$ cat src/rtl/seq_pkg.sv
package seq_pkg;

    typedef enum logic [1:0] {
        S_IDLE = 2'd0,
        S_RUN  = 2'd1,
        S_DONE = 2'd2
    } seq_state_e;

    // bit 1: variable-node role, bit 0: random edge class
    typedef enum logic [1:0] {
        PH_CHK_STR = 2'd0,
        PH_CHK_RND = 2'd1,
        PH_VAR_STR = 2'd2,
        PH_VAR_RND = 2'd3
    } phase_e;

    // bit 1: write, bit 0: partial-message access
    typedef enum logic [1:0] {
        ST_EDGE_RD = 2'd0,
        ST_PART_RD = 2'd1,
        ST_EDGE_WR = 2'd2,
        ST_PART_WR = 2'd3
    } step_e;

endpackage

$ cat src/rtl/seq_cfg_capture.sv
module seq_cfg_capture #(
    parameter int CNT_W     = 8,
    parameter int ITER_W    = 5,
    parameter int DEF_ITERS = 10
) (
    input  logic              clk,
    input  logic              rst_n,
    input  logic              load,
    input  logic [CNT_W-1:0]  in_sub,
    input  logic [CNT_W-1:0]  in_rnd,
    input  logic [CNT_W-1:0]  in_cn,
    input  logic [CNT_W-1:0]  in_vn,
    input  logic [ITER_W-1:0] in_iters,
    output logic [CNT_W-1:0]  sub_q,
    output logic [CNT_W-1:0]  rnd_q,
    output logic [CNT_W-1:0]  cn_q,
    output logic [CNT_W-1:0]  vn_q,
    output logic [ITER_W-1:0] iters_q
);
    localparam logic [CNT_W-1:0]  ONE_C   = CNT_W'(1);
    localparam logic [ITER_W-1:0] DEF_ITV = ITER_W'(DEF_ITERS);

    function automatic logic [CNT_W-1:0] at_least_one(input logic [CNT_W-1:0] v);
        return (v == '0) ? ONE_C : v;
    endfunction

    always_ff @(posedge clk) begin
        if (!rst_n) begin
            sub_q   <= ONE_C;
            rnd_q   <= ONE_C;
            cn_q    <= ONE_C;
            vn_q    <= ONE_C;
            iters_q <= DEF_ITV;
        end else if (load) begin
            sub_q   <= at_least_one(in_sub);
            rnd_q   <= at_least_one(in_rnd);
            cn_q    <= at_least_one(in_cn);
            vn_q    <= at_least_one(in_vn);
            iters_q <= (in_iters == '0) ? DEF_ITV : in_iters;
        end
    end

    // captured configuration only moves on an accepted start
    a_r9_cfg_hold: assert property (@(posedge clk) disable iff (!rst_n)
        !load |=> ($stable(sub_q) && $stable(rnd_q) && $stable(cn_q)
                   && $stable(vn_q) && $stable(iters_q)));

endmodule

$ cat src/rtl/seq_step_len.sv
module seq_step_len
    import seq_pkg::*;
#(
    parameter int CNT_W = 8
) (
    input  phase_e           phase,
    input  step_e            step,
    input  logic [CNT_W-1:0] sub_cnt,
    input  logic [CNT_W-1:0] rnd_cnt,
    input  logic [CNT_W-1:0] cn_cnt,
    input  logic [CNT_W-1:0] vn_cnt,
    output logic [CNT_W-1:0] len
);
    logic edge_access;
    logic [CNT_W-1:0] edge_len;
    logic [CNT_W-1:0] node_len;

    always_comb begin
        edge_access = (step == ST_EDGE_RD) || (step == ST_EDGE_WR);
        edge_len    = phase[0] ? rnd_cnt : sub_cnt;
        node_len    = phase[1] ? vn_cnt  : cn_cnt;
        len         = edge_access ? edge_len : node_len;
    end

endmodule

$ cat src/rtl/seq_iter_ctr.sv
module seq_iter_ctr #(
    parameter int ITER_W = 5
) (
    input  logic              clk,
    input  logic              rst_n,
    input  logic              clear,
    input  logic              inc,
    input  logic [ITER_W-1:0] total,
    output logic [ITER_W-1:0] idx,
    output logic              last
);
    localparam logic [ITER_W-1:0] ONE_I = ITER_W'(1);

    always_ff @(posedge clk) begin
        if (!rst_n) begin
            idx <= '0;
        end else if (clear) begin
            idx <= '0;
        end else if (inc) begin
            idx <= idx + ONE_I;
        end
    end

    assign last = (idx == total - ONE_I);

endmodule

$ cat src/rtl/split_iter_seq.sv
module split_iter_seq
    import seq_pkg::*;
#(
    parameter int CNT_W     = 8,
    parameter int ITER_W    = 5,
    parameter int DEF_ITERS = 10
) (
    input  logic              clk,
    input  logic              rst_n,
    input  logic              start_req,
    input  logic [CNT_W-1:0]  cfg_sub_cnt,
    input  logic [CNT_W-1:0]  cfg_rand_cnt,
    input  logic [CNT_W-1:0]  cfg_cn_cnt,
    input  logic [CNT_W-1:0]  cfg_vn_cnt,
    input  logic [ITER_W-1:0] cfg_iters,
    output logic              busy,
    output logic              active,
    output logic [1:0]        phase,
    output logic              node_mode,
    output logic              edge_class,
    output logic              rw,
    output logic              part_sel,
    output logic [CNT_W-1:0]  step_idx,
    output logic [ITER_W-1:0] iter_idx,
    output logic              done
);
    localparam logic [CNT_W-1:0] ONE_C = CNT_W'(1);

    seq_state_e        state_q, state_d;
    phase_e            phase_q, phase_d;
    step_e             step_q,  step_d;
    logic [CNT_W-1:0]  idx_q,   idx_d;

    logic              cfg_load;
    logic              iter_clear;
    logic              iter_inc;
    logic              iter_last;
    logic [ITER_W-1:0] iter_cur;
    logic [ITER_W-1:0] iter_total;
    logic [CNT_W-1:0]  sub_c, rnd_c, cn_c, vn_c;
    logic [CNT_W-1:0]  cur_len;
    logic              slot_last;

    seq_cfg_capture #(
        .CNT_W    (CNT_W),
        .ITER_W   (ITER_W),
        .DEF_ITERS(DEF_ITERS)
    ) i_cfg (
        .clk     (clk),
        .rst_n   (rst_n),
        .load    (cfg_load),
        .in_sub  (cfg_sub_cnt),
        .in_rnd  (cfg_rand_cnt),
        .in_cn   (cfg_cn_cnt),
        .in_vn   (cfg_vn_cnt),
        .in_iters(cfg_iters),
        .sub_q   (sub_c),
        .rnd_q   (rnd_c),
        .cn_q    (cn_c),
        .vn_q    (vn_c),
        .iters_q (iter_total)
    );

    seq_step_len #(.CNT_W(CNT_W)) i_len (
        .phase  (phase_q),
        .step   (step_q),
        .sub_cnt(sub_c),
        .rnd_cnt(rnd_c),
        .cn_cnt (cn_c),
        .vn_cnt (vn_c),
        .len    (cur_len)
    );

    seq_iter_ctr #(.ITER_W(ITER_W)) i_iter (
        .clk  (clk),
        .rst_n(rst_n),
        .clear(iter_clear),
        .inc  (iter_inc),
        .total(iter_total),
        .idx  (iter_cur),
        .last (iter_last)
    );

    assign slot_last = (idx_q == cur_len - ONE_C);

    // state register
    always_ff @(posedge clk) begin
        if (!rst_n) begin
            state_q <= S_IDLE;
            phase_q <= PH_CHK_STR;
            step_q  <= ST_EDGE_RD;
            idx_q   <= '0;
        end else begin
            state_q <= state_d;
            phase_q <= phase_d;
            step_q  <= step_d;
            idx_q   <= idx_d;
        end
    end

    // next state
    always_comb begin
        state_d    = state_q;
        phase_d    = phase_q;
        step_d     = step_q;
        idx_d      = idx_q;
        cfg_load   = 1'b0;
        iter_clear = 1'b0;
        iter_inc   = 1'b0;
        unique case (state_q)
            S_IDLE: begin
                if (start_req) begin
                    state_d    = S_RUN;
                    cfg_load   = 1'b1;
                    iter_clear = 1'b1;
                    phase_d    = PH_CHK_STR;
                    step_d     = ST_EDGE_RD;
                    idx_d      = '0;
                end
            end
            S_RUN: begin
                if (!slot_last) begin
                    idx_d = idx_q + ONE_C;
                end else begin
                    idx_d = '0;
                    if (step_q != ST_PART_WR) begin
                        step_d = step_e'(step_q + 2'd1);
                    end else begin
                        step_d = ST_EDGE_RD;
                        if (phase_q != PH_VAR_RND) begin
                            phase_d = phase_e'(phase_q + 2'd1);
                        end else begin
                            phase_d = PH_CHK_STR;
                            if (iter_last) begin
                                state_d = S_DONE;
                            end else begin
                                iter_inc = 1'b1;
                            end
                        end
                    end
                end
            end
            S_DONE: begin
                state_d = S_IDLE;
            end
            default: begin
                state_d = S_IDLE;
            end
        endcase
    end

    // outputs
    always_comb begin
        busy       = (state_q != S_IDLE);
        active     = (state_q == S_RUN);
        done       = (state_q == S_DONE);
        phase      = phase_q;
        node_mode  = phase_q[1];
        edge_class = phase_q[0];
        rw         = step_q[1];
        part_sel   = step_q[0];
        step_idx   = idx_q;
        iter_idx   = iter_cur;
    end

    // a phase change inside a run always moves to the next code
    a_r2_phase_order: assert property (@(posedge clk) disable iff (!rst_n)
        (active && $past(active) && (phase != $past(phase)))
            |-> (phase == 2'($past(phase) + 2'd1)));

    // sub-step changes advance by one in the fixed order
    a_r3_step_order: assert property (@(posedge clk) disable iff (!rst_n)
        (active && $past(active) && ({rw, part_sel} != $past({rw, part_sel})))
            |-> ({rw, part_sel} == 2'($past({rw, part_sel}) + 2'd1)));

    // slot index stays inside the sub-step length
    a_r4_idx_bound: assert property (@(posedge clk) disable iff (!rst_n)
        active |-> (step_idx < cur_len));

    // iteration index stays below the captured count
    a_r6_iter_bound: assert property (@(posedge clk) disable iff (!rst_n)
        active |-> (iter_idx < iter_total));

    // done is a single pulse that follows an active cycle
    a_r7_done_single: assert property (@(posedge clk) disable iff (!rst_n)
        done |=> !done);
    a_r7_done_after_run: assert property (@(posedge clk) disable iff (!rst_n)
        done |-> $past(active));

    // a request while running keeps the run going, none restarts after done
    a_r8_busy_ignores: assert property (@(posedge clk) disable iff (!rst_n)
        (busy && start_req && !done) |=> busy);
    a_r8_done_no_restart: assert property (@(posedge clk) disable iff (!rst_n)
        done |=> !busy);

    // an accepted request opens the first slot next cycle
    a_r10_first_slot: assert property (@(posedge clk) disable iff (!rst_n)
        (!busy && start_req) |=> (active && (phase == 2'd0) && !rw && !part_sel
                                  && (step_idx == '0) && (iter_idx == '0)));

endmodule

$ cat config.mk
export PLATFORM = sky130hd
export DESIGN_NAME = split_iter_seq
export DESIGN_NICKNAME = d
export VERILOG_FILES = /design/src/rtl/seq_pkg.sv /design/src/rtl/seq_cfg_capture.sv /design/src/rtl/seq_step_len.sv /design/src/rtl/seq_iter_ctr.sv /design/src/rtl/split_iter_seq.sv
export SDC_FILE = /design/constraint.sdc
export NUM_CORES = 1
export LEC_CHECK = 0
export ABC_AREA = 0
export ABC_CLOCK_PERIOD_IN_PS = 7850
export BUFFER_PORTS_ARGS = -buffer_cell sky130_fd_sc_hd__buf_2
export CAP_MARGIN = 25
export CORE_UTILIZATION = 41
export DETAILED_ROUTE_END_ITERATION = 6
export SLEW_MARGIN = 5
export SYNTH_ARGS = -nofsm -noshare
export SYNTH_HDL_FRONTEND = slang
export SYNTH_SLANG_ARGS = --single-unit
$ cat constraint.sdc
create_clock -name clk -period 7.85 [get_ports clk]
set_input_delay 1.9625 -clock clk [delete_from_list [all_inputs] [get_ports clk]]
set_output_delay 1.9625 -clock clk [all_outputs]
set_load 0.02 [all_outputs]
### After elaboration in Yosys (flattened, before gate mapping)

Index checks and enable logic that the tools add are counted.

| storage, ports and cells | value |
|---|---|
| word-level logic and storage cells | 76 |
| flip-flop bits (word level) | 56 |
| output and inout port bits | 22 |

| operators by class | value |
|---|---|
| bitwise logic cells | 1 |
| eq/ne operators | 12 |
| add/subtract/negate cells | 6 |
| reduce and logical (&&, ||, !) cells | 15 |
| muxes and demuxes | 32 |

Operators by type and width:

| kind | count |
|---|---|
| 8-bit 2-to-1 mux | 9 |
| 8-bit logical NOT | 4 |
| 2-bit 2-to-1 mux | 11 |
| 8-bit one-hot mux with 2 select lines | 1 |
| 2-bit one-hot mux with 2 select lines | 3 |
| 2-bit inequality test (second input constant) | 5 |
| 8-bit by 1-bit adder with 8-bit output (second input constant) | 1 |
| 8-bit equality test | 1 |
| 8-bit by 1-bit subtractor with 8-bit output (second input constant) | 1 |
| 1-bit 2-to-1 mux | 7 |
| 5-bit by 1-bit adder with 5-bit output (second input constant) | 1 |
| 5-bit equality test | 1 |
| 5-bit logical NOT | 1 |
| 5-bit 2-to-1 mux | 1 |
| 5-bit AND reduction | 1 |
| 5-bit by 1-bit subtractor with 5-bit output (second input constant) | 1 |
| 2-bit by 1-bit adder with 2-bit output (second input constant) | 2 |
| 2-bit equality test (second input constant) | 2 |
| 2-bit logical NOT | 2 |
| 2-bit by 1-bit inequality test with 1-bit output (second input constant) | 2 |
| 4-bit AND reduction | 1 |
| 2-bit nonzero test | 2 |
| 3-bit AND reduction | 1 |
| 2-bit by 1-bit equality test with 1-bit output (second input constant) | 1 |
| other kinds (4) | 4 |

### Longest topological paths before layout

Gate-level depths: netlist (run 1).

| depth | value |
|---|---|
| depth after elaboration | 7 |
| depth in mapped cells | 15 |
| mapped depth without buffers | 13 |

### Modules after synthesis

A second synthesis (run 1) with hierarchy kept.

| unflattened totals | value |
|---|---|
| cell total of the unflattened synthesis | 319 |
| area, all modules | 3113.0 sq um |

By module, submodules not included:

| module | area an instance (sq um) | cells each | instances |
|---|---|---|---|
| seq_cfg_capture | 1515.2 | 139 | 1 |
| split_iter_seq | 998.5 | 119 | 1 |
| seq_iter_ctr | 331.6 | 34 | 1 |
| seq_step_len | 267.8 | 27 | 1 |

### Worst setup path before layout (run 1)

Ideal clock, no wire load.

| path | value |
|---|---|
| path type | reg2reg |
| from | reg step_q[1] |
| to | reg i_iter.idx[3] |
| buffers on the path | 2 |
| cell stages (with the launch flop) | 15 |
| slack | 4433 ps |
| arrival time | 3346 ps |
| path through | dfxtp_1 -> inv_1 -> ha_1 -> or2_1 -> clkbuf_1 -> buf_2 -> o21ai_0 -> ha_1 -> nand2_1 -> o21ai_0 -> or4bb_1 -> o311ai_2 -> nand4_4 -> or3_1 -> a21oi_1 |

| between the ends | value |
|---|---|
| word-level cells in the longest chain between the ends | 7 |
| elaborated cells on any way between the ends | 10 |
| classes of those cells | add/sub (1); eq/ne (3); mux (4); reduce/logical (2) |

RTL lines:

| element | line | text |
|---|---|---|
| from (decl) | split_iter_seq.sv:31 | `step_e step_q, step_d;` |
| from (signal assigned) | split_iter_seq.sv:96 | `step_q <= step_d;` |
| 2-bit equality test / 2-bit logical NOT (equally long branches) | seq_step_len.sv:19 | `edge_access = (step == ST_EDGE_RD) \|\| (step == ST_EDGE_WR);` |
| 1-bit logical OR | seq_step_len.sv:19 |  |
| 8-bit 2-to-1 mux | seq_step_len.sv:22 | `len = edge_access ? edge_len : node_len;` |
| 8-bit by 1-bit subtractor with 8-bit output | split_iter_seq.sv:84 | `assign slot_last = (idx_q == cur_len - ONE_C);` |
| 8-bit equality test | split_iter_seq.sv:84 |  |
| 1-bit 2-to-1 mux (*) | split_iter_seq.sv:122 | `if (!slot_last) begin` |
| 1-bit 2-to-1 mux (*) | split_iter_seq.sv:110 | `unique case (state_q)` |
| to (signal assigned) | seq_iter_ctr.sv:20 | `idx <= idx + ONE_I;` |
| to (decl) | seq_iter_ctr.sv:9 | `output logic [ITER_W-1:0] idx,` |

Every way passes the cells marked *; elsewhere a longest branch is shown, timed or not.
A chain may end at the register's enable or synchronous reset.

### Worst setup path after layout (run 1)

| path | value |
|---|---|
| from | reg state_q[1] |
| to | out active |

| between the ends | value |
|---|---|
| word-level cells in the longest chain between the ends | 1 |

RTL lines:

| element | line | text |
|---|---|---|
| from (decl) | split_iter_seq.sv:29 | `seq_state_e state_q, state_d;` |
| from (signal assigned) | split_iter_seq.sv:94 | `state_q <= state_d;` |
| 2-bit by 1-bit equality test with 1-bit output | split_iter_seq.sv:155 | `active = (state_q == S_RUN);` |
| to (decl) | split_iter_seq.sv:17 | `output logic active,` |

Every way passes these cells.

==> key figures, run 1 <==
STA
  • Relative slew slack: 54.24%
  • Final Setup Violations: 0
  • Min cycle time layout: 3.556 ns
  • Setup total negative slack: 0 ns
  • Final period util: 45.30%
  • Final Hold Viols: 0
  • Worst-margin pin slew: 0.6855 ns
  • Max Fclk: 281.2 MHz
  • Slew Limit Fails: 0
  • Post-Route Skew: 0.01431 ns
  • RSZ-0062 raised after global routing: false

Drt
  • Vias: 2805
  • Number of routed nets with antenna violations: 0
  • DR iter-0 viols: 133
  • WL final: 7.196 mm
  • WL/cell: 13.60 µm
  • Vias/cell: 5.302
  • Pre-antenna DRT Iters: 4
  • Drt drc: 0

Placement
  • Post-DP HPWL: 5.422 mm
  • GPL Wtd Cong: 0.8345
  • Cell Area, Placed: 3367 µm²
  • Port bufs: 61

Synthesis
  • Main area contributors after synthesis: dfxtp_1, nand2_1, mux2i_1
  • Yosys warns: 0
  • Synth cell count leaders: nand2_1, dfxtp_1, a21oi_1, mux2i_1, o21ai_0
  • Area share of the largest cell type after synthesis: 37.16%
  • Async SR Flop Fraction: 0%
  • Net count of the mapped netlist: 430
  • Synthesized area: 3017 µm²
  • Post-Syn Instances: 382
  • Dominant synthesized flop cell: dfxtp_1
  • Syn avg cell area: 7.897 µm²
  • Seq/Total Area, Yosys: 37.16%
  • Post-synthesis register bit count: 56
  • Post-synth EDFFs: 0
  • Cell taking the most area after synthesis: dfxtp_1
  • Synth unique cells: 51
  • Most frequent cell after synthesis: nand2_1

Worst setup path
  • Critical path class: reg -> out
  • Slowest stage cell, crit path: dfxtp_1
  • CP required: 5.89 ns
  • Crit-path max cell delay: 0.36 ns
  • Crit Path Max Fanout: 9
  • Setup crit end kind: primary output
  • CP cell instances: nand2b_1 > clkinv_1 > buf_2
  • Critical path arrival: 1.59 ns
  • Crit path launch type: flop

Clock network
  • Post-CTS Resized: 0
  • CTS tree: built
  • H-Tree Depth: 2
  • Hold buffer count at CTS: 0
  • Cts bufs inserted: 5
  • Clock Sinks: 56
  • Clock Path Buffers: 2
  • Setup bufs post-CTS: 0
  • Clk_lat worst skew: 0.32 ns
  • Clock tree root buffer cell: clkbuf_8
  • Clock transition at path regs: 0.10 ns

Status
  • Outcome: finished clean

Floorplan
  • Number of cell rows: 30
  • I/O pin cnt: 62
  • Core Area: 6944 µm²
  • Initial Util: 43.44%
  • Die area: 7704 µm²
  • Die Wd: 87.78 µm
  • Die height: 87.78 µm

Finish
  • Final #Nets: 480
  • Share of cells above drive strength 1: 18.94%
  • Number of antenna diodes: 0
  • Fin area: 3462 µm²
  • Layout area overhead: 14.77%

Global routing
  • Initial antenna violation count: 0
  • Vias in the first global route: 2472
  • GRT Util Overall: 19.86%
  • Largest net degree at the start of global routing: 40
  • First-pass GRT wire length: 11.86 mm
  • Gr ovfl total: 0

Pwr
  • PwrDens: 169.2 nW/µm²
  • Leak: 1.442 nW
  • Worst vdd ir: 0.07449 mV

Flow run
  • Max_cap viols: 0

Min path
  • Worst hold path type: reg -> reg
==> worst max-delay path: cells and delay by family, from the launching register on <==
kind | cells | cell delay [ns]
buffers and inverters | 2 | 0.60
flip-flops | 1 | 0.36
AND/OR/NAND/NOR | 1 | 0.33
==> kinds of logic (layout without fill, tap and decap cells) <==
group	Yosys count	in the layout	share of synthesized area, %
DFF	56	56	37.16
and+or+nand+nor	167	167	26.79
muxes	24	24	8.171
AOI/OAI and AO/OA	77	77	14.23
adders and majority gates	8	8	3.318
xor gates and xnor gates	21	21	6.097
buffers and inverters	29	80	4.231
==> state kept, by name (all words and copies together), names as in the netlist <==
register / flops
state_q: 2
i_cfg.iters_q: 5
i_cfg.vn_q: 8
i_cfg.rnd_q: 8
i_iter.idx: 5
phase: 2
step_q: 2
i_cfg.cn_q: 8
i_cfg.sub_q: 8
step_idx: 8
==> metrics by stage <==
stage / total power [mW] / hold WS [ns] / utilization [%] / instances / setup slack [ns]
2_1_floorplan: 0.3946 / 0.4329 / - / 382 / 4.433
3_3_place_gp: 0.4271 / 0.4496 / 48.49 / 521 / 4.447
3_5_place_dp: 0.4285 / 0.4514 / 48.49 / 521 / 4.333
4_1_cts: 0.5936 / 0.4669 / 49.86 / 529 / 4.316
5_1_grt: 0.6243 / 0.4864 / 49.86 / 529 / 4.011
6_report: 0.5859 / 0.4659 / 49.86 / 529 / 4.294
==> metal layers <==
layer  vias up  GRT usage, %  part of all wire, %
met4         0         5.663                 0.96
met3         7         3.582                  3.8
met2        64         30.73                   47
met1      1300         28.19                   48
met5         -             0                    0
li1       1434             -                    -
==> area by class of cell <==
type	instances	area (µm²)
Multi-Input combinational cell	297	1768
Fill cell	738	3482
Timing Repair Buffer	64	327.8
Clock buffer	5	68.82
Clock inverter	3	26.28
Tap cell	96	120.1
Sequential cell	56	1121
Inverter	8	30.03
==> final timing paths <==
kind	from	to	slack, ns	cells after the start
worst max register to register	phase[1]$_SDFFE_PN0P_	step_idx[2]$_SDFFE_PN0P_	4.32	10
worst max-delay path	state_q[1]$_SDFFE_PN0P_	active	4.29	3
worst min register to register	i_cfg.cn_q[7]$_SDFFE_PN0P_	i_cfg.cn_q[7]$_SDFFE_PN0P_	0.47	2
worst min-delay path	i_cfg.cn_q[7]$_SDFFE_PN0P_	i_cfg.cn_q[7]$_SDFFE_PN0P_	0.47	2
==> cell usage in the layout (no fill, tap or decap), drive strengths merged, types with 6 or more instances in the layout <==
cell type  count
mux2i         22
a21oi         42
xnor2          8
o21ai         20
buf           64
nor2          19
nand2         90
nand3         15
inv            8
dfxtp         56
ha             8
nor4           8
nor3           6
xor2          13
==> report_power, final <==
part	internal (mW)	switching (mW)	total (mW)
Clock	0.0653	0.0986	0.164
Combinational	0.0441	0.0695	0.114
Sequential	0.298	0.0109	0.308
Total	0.407	0.179	0.586
(Power assumes the default switching activity.)
==> run 2: changes to the inputs <==
Settings changed: ABC_AREA 0 to 1, ABC_CLOCK_PERIOD_IN_PS 7850 to 3400.
Clock period 7.85 ns to 3.4 ns, I/O delays scaled along.
==> key figures, run 2 <==
Finish
  • Commonest non-fill, non-tap cell in the layout: nand2_1
  • Number of antenna diodes: 0
  • Core Util, Final: 49.83%
  • Layout area overhead: 15.64%
  • Commonest cells after routing, fill and taps aside: nand2_1, buf_2, dfxtp_1
  • Area of the multi-input gates: 1762 µm²
  • Register area: 1121 µm²
  • Final #Nets: 555
  • Share of cells above drive strength 1: 22.83%
  • Fillcell total: 779

STA
  • Setup total negative slack: 0 ns
  • Worst-margin pin slew: 0.5534 ns
  • Post-Route Skew: 0.009340 ns
  • Final Hold Viols: 0
  • Final period util: 78.26%
  • RSZ-0062 raised after global routing: false
  • Slew Limit Fails: 0
  • Worst hold margin: 0.4595 ns
  • Min cycle time layout: 2.661 ns
  • Relative slew slack: 62.77%
  • Final Setup Violations: 0
  • Max Fclk: 375.8 MHz

Worst setup path
  • Crit path from: step_q[0]$_SDFFE_PN0P_
  • Crit path capture: i_iter.idx[1]$_SDFFE_PP0P_
  • Reg2reg start: step_q[0]$_SDFFE_PN0P_
  • RR Endpoint: i_iter.idx[1]$_SDFFE_PP0P_
  • Worst R2R Path Depth: 16
  • CP required: 3.62 ns
  • Reg2Reg Setup Slack: 0.74 ns
  • Crit path launch type: flop
  • Setup crit end kind: flop
  • Critical path class: reg -> reg
  • Crit Path Max Fanout: 9
  • Critical path arrival: 2.88 ns

Pwr
  • Total power: 1.918 mW
  • Leak: 1.683 nW
  • Worst vdd ir: 0.1988 mV
  • PwrDens: 522.3 nW/µm²

Drt
  • WL met3: 413 µm
  • DR WL met2: 3.474 mm
  • Vias/cell: 5.015
  • Vias: 3044
  • Top layer reached by signal wires: met4
  • WL/cell: 13.24 µm
  • WL final: 8.038 mm
  • Pre-antenna DRT Iters: 4
  • Drt drc: 0
  • Number of routed nets with antenna violations: 0
  • DR iter-0 viols: 137
  • Wire length on met1: 4.010 mm

Clock network
  • Clock transition at path regs: 0.11 ns
  • Setup bufs post-CTS: 0
  • Post-CTS Resized: 0
  • Clock Path Buffers: 2
  • H-Tree Depth: 2
  • Clock tree root buffer cell: clkbuf_8
  • Hold buffer count at CTS: 0
  • Clock Sinks: 56
  • Clk_lat worst skew: 0.32 ns
  • CTS tree: built
  • Cts bufs inserted: 5

Synthesis
  • Main area contributors after synthesis: dfxtp_1, nand2_1, nand3_1
  • Syn avg cell area: 7.120 µm²
  • Complex-gate fraction of the synthesized area: 12.29%
  • Post-Synth XOR/XNOR Area: 3.034%
  • Net count of the mapped netlist: 494
  • Synthesized area: 3176 µm²
  • Dominant synthesized flop cell: dfxtp_1
  • Post-Synth Simple-Gate Area: 36.92%
  • Seq/Total Area, Yosys: 35.30%
  • Adder-cell share of the synthesized area: 3.152%
  • Post-synth EDFFs: 0
  • Most frequent cell after synthesis: nand2_1
  • Yosys warns: 0
  • Cell taking the most area after synthesis: dfxtp_1
  • Synth cell count leaders: nand2_1, dfxtp_1, inv_1, nand3_1, nor2_1
  • Mux share of post-synthesis cell area: 0%
  • Largest family of logic cells by synthesized area: simple AND/OR/NAND/NOR gates
  • Area share of the largest cell type after synthesis: 35.30%
  • Post-synthesis register bit count: 56
  • Synth unique cells: 39
  • Async SR Flop Fraction: 0%
  • Post-Syn Instances: 446

Global routing
  • GRT Util Overall: 20.73%
  • Vias in the first global route: 2823
  • Gr ovfl total: 0
  • Largest net degree at the start of global routing: 28
  • First-pass GRT wire length: 13.70 mm
  • Initial antenna violation count: 0

Floorplan
  • I/O pin cnt: 62
  • Die area: 8101 µm²
  • Die Wd: 90.01 µm
  • Core Area: 7370 µm²
  • Initial Util: 43.09%
  • Die height: 90.01 µm
  • Number of cell rows: 31

Placement
  • GPL Wtd Cong: 0.8234
  • Port bufs: 61
  • Post-DP HPWL: 6.283 mm

Min path
  • Worst hold path type: reg -> reg

Status
  • Outcome: finished clean

Flow run
  • Max_cap viols: 0
-- run 2: cell count changes after synthesis, moves of 7 or more --
| cell | delta |
|---|---|
| nand2_2 | +7 |
| xor2_1 | -7 |
| a22o_1 | +15 |
| a21oi_1 | -23 |
| o21ai_0 | -7 |
| nand3_1 | +23 |
| mux2i_1 | -22 |
| nand2_1 | +34 |
| inv_1 | +42 |
| clkbuf_1 | -7 |
| nor2_1 | +7 |
-- run 2: worst max-delay path: stages, from the launching register on --
cell,delay [ns]
dfxtp_1,0.39
inv_1,0.09
ha_1,0.23
nor2_4,0.22
nand3_1,0.13
nand2_2,0.13
ha_1,0.25
xor2_1,0.14
o21ai_1,0.09
a21oi_1,0.14
nand2_1,0.07
nor2_1,0.10
nand2_2,0.07
nor2_4,0.19
nand2_1,0.13
o21ai_1,0.14
a21oi_1,0.05
-- run 2: layer usage --
layer	up-vias	global-route usage (%)
li1	1582	-
met1	1370	28.98
met2	81	32.25
met3	11	3.638
met4	0	6.586
met5	-	0
-- run 2: cell families after synthesis --
group | count (synthesis)
fa+ha+maj | 8
compound gates | 61
flops | 56
simple gates | 239
buf+inv | 71
xor+xnor | 11
-- run 2: how the worst min path moves through the flow --
stage	startpoint	end	slack [ns]	cells after the start
floorplan	i_cfg.rnd_q[1]$_SDFFE_PN0P_	i_cfg.rnd_q[1]$_SDFFE_PN0P_	0.42	2
global placement	i_cfg.rnd_q[1]$_SDFFE_PN0P_	i_cfg.rnd_q[1]$_SDFFE_PN0P_	0.44	2
detailed placement	i_cfg.rnd_q[1]$_SDFFE_PN0P_	i_cfg.rnd_q[1]$_SDFFE_PN0P_	0.44	2
CTS	i_cfg.rnd_q[1]$_SDFFE_PN0P_	i_cfg.rnd_q[1]$_SDFFE_PN0P_	0.46	2
global route	i_cfg.rnd_q[1]$_SDFFE_PN0P_	i_cfg.rnd_q[1]$_SDFFE_PN0P_	0.49	2
finish	i_cfg.rnd_q[1]$_SDFFE_PN0P_	i_cfg.rnd_q[1]$_SDFFE_PN0P_	0.46	2
-- run 2: power breakdown --
part	leakage (nW)	switching [mW]	internal, mW
combinational	1.18	0.506	0.266
clock	0.0463	0.253	0.152
sequential	0.457	0.0415	0.699
total	1.68	0.801	1.12
-- run 2: area by class of cell --
type / count / share of cell area [%]
well taps: 99 / 3.373
clock buffers: 5 / 1.874
clock inverters: 3 / 0.7496
flip-flops and latches: 56 / 30.53
repair buffers: 66 / 9.336
multi-input cells: 319 / 47.97
inverters: 59 / 6.167
-- run 2: metrics by stage --
stage	instance area [µm²]	setup slack, ns	cells
after detailed placement	3576	0.7617	599
after CTS	3672	0.7475	607
final	3672	0.7393	607
after global placement	3576	0.8549	599
after global routing	3672	0.5278	607
after floorplan	3176	0.8848	446
==> run 3: changes to the inputs <==
Settings changed: ABC_CLOCK_PERIOD_IN_PS 3400 to 2200.
Clock period 3.4 ns to 2.2 ns, I/O delays scaled along.
==> key figures, run 3 (synthesis results as in run 2) <==
Finish
  • Share of cells above drive strength 1: 30.38%
  • Core Util, Final: 53.79%
  • Layout area overhead: 24.82%
  • Number of antenna diodes: 0
  • Finished Layout Cells: 629
  • Commonest non-fill, non-tap cell in the layout: nand2_1
  • Area of the multi-input gates: 1871 µm²
  • Commonest cells after routing, fill and taps aside: nand2_1, buf_2, dfxtp_1
  • Fin area: 3964 µm²
  • Fillcell total: 741
  • Final #Nets: 577
  • Register area: 1129 µm²

STA
  • Setup total negative slack: -1.504 ns
  • Max Fclk: 421.8 MHz
  • Final Setup Violations: 17
  • Post-Route Skew: 0.006954 ns
  • RSZ-0062 raised after global routing: true
  • Final period util: 107.8%
  • Min cycle time layout: 2.371 ns
  • Slew Limit Fails: 0
  • Setup ws final: -0.1706 ns
  • Worst-margin pin slew: 0.4149 ns
  • Worst hold margin: 0.4398 ns
  • Relative slew slack: 72.24%
  • Final Hold Viols: 0

Worst setup path
  • Worst Path Buf+Inv: 1
  • Family with the most delay on the worst path: simple AND/OR/NAND/NOR gates
  • Critical path arrival: 2.59 ns
  • CP required: 2.42 ns
  • Reg2reg start: step_q[0]$_SDFFE_PN0P_
  • Crit path launch type: flop
  • Critical path class: reg -> reg
  • Setup crit end kind: flop
  • CP cell instances: inv_4 > ha_4 > nor2_4 > nand3_2 > nand2_4 > ha_4 > xor2_1 > o21ai_1 > a21oi_1 > nand2_1 > nor2_1 > nand2_2 > nor2_4 > nand2_2 > o21ai_2 > a21oi_1
  • Crit path from: step_q[0]$_SDFFE_PN0P_
  • Crit-path max cell delay: 0.37 ns
  • Crit Path Max Fanout: 5
  • Slowest stage cell, crit path: dfxtp_4

Min path
  • Critical hold path startpoint: cfg_cn_cnt[1]
  • Worst hold path type: in -> reg

Clock network
  • CTS tree: built
  • Clock Path Buffers: 2
  • Hold buffer count at CTS: 0
  • Clock tree root buffer cell: clkbuf_8
  • Clock transition at path regs: 0.10 ns
  • Clock Sinks: 56
  • Clk_lat worst skew: 0.32 ns
  • H-Tree Depth: 2
  • Cts bufs inserted: 5

Drt
  • WL final: 8.296 mm
  • Vias: 3160
  • Pre-antenna DRT Iters: 4
  • WL/cell: 13.19 µm
  • Vias/cell: 5.024
  • DR iter-0 viols: 166
  • Number of routed nets with antenna violations: 0
  • Drt drc: 0

Pwr
  • Leak: 1.815 nW
  • Worst vdd ir: 0.3570 mV
  • Total power: 3.274 mW
  • PwrDens: 825.9 nW/µm²

Status
  • Outcome: complete, but fails checks
  • Failing checks: setup timing

Placement
  • GPL Wtd Cong: 0.8396
  • Pre-CTS setup slack: -0.1685 ns
  • Post-Place Cells: 616
  • Cell Area, Placed: 3764 µm²
  • Post-DP HPWL: 6.333 mm
  • Port bufs: 61

Floorplan
  • I/O pin cnt: 62
  • Die Wd: 90.01 µm
  • Initial Util: 43.09%
  • Core Area: 7370 µm²
  • Number of cell rows: 31
  • Die height: 90.01 µm
  • Die area: 8101 µm²

Global routing
  • First-pass GRT wire length: 14.01 mm
  • Largest net degree at the start of global routing: 27
  • Vias in the first global route: 2988
  • Initial antenna violation count: 0
  • Gr ovfl total: 0
  • GRT Util Overall: 21.12%

Flow run
  • Max_cap viols: 0
==> run 3: path summary, 6_finish.rpt <==
kind	endpoint	slack [ns]	cells after the start
worst max register to register	i_iter.idx[1]$_SDFFE_PP0P_	-0.17	16
worst max-delay path	i_iter.idx[1]$_SDFFE_PP0P_	-0.17	16
worst min register to register	i_cfg.rnd_q[1]$_SDFFE_PN0P_	0.46	2
worst min-delay path	i_cfg.cn_q[1]$_SDFFE_PN0P_	0.44	3
==> run 3: power breakdown <==
part           switching, mW  internal, mW
combinational          0.911         0.564
clock                  0.363         0.298
sequential            0.0555          1.08
==> run 3: worst reg2reg max path, stage by stage (launching register included) <==
cell	delay (ns)
dfxtp_4	0.37
inv_4	0.05
ha_4	0.16
nor2_4	0.16
nand3_2	0.12
nand2_4	0.10
ha_4	0.20
xor2_1	0.12
o21ai_1	0.09
a21oi_1	0.11
nand2_1	0.06
nor2_1	0.11
nand2_2	0.11
nor2_4	0.22
nand2_2	0.10
o21ai_2	0.14
a21oi_1	0.05
==> run 3: final cells by class <==
class,count,area share [%]
clock buffer,6,2.367
clock inverter,2,0.4419
inverter,59,5.777
multi-input combinational,320,47.19
sequential,56,28.47
tap,99,3.125
timing repair buffer,87,12.63
==> run 3: what timing repair did <==
action                     4_1_cts  5_1_grt
gates resized for setup          2       13
setup endpoints to repair       13       19
hold endpoints to repair         0        0
cloned                           1        0
pin swaps                        6       14
buffers inserted                 2        2
==> run 3: metal layers <==
layer,wire (µm),GRT usage [%]
met1,4045,29.27
met2,3812,33.52
met3,284,2.961
met4,153,7.124
met5,0,0
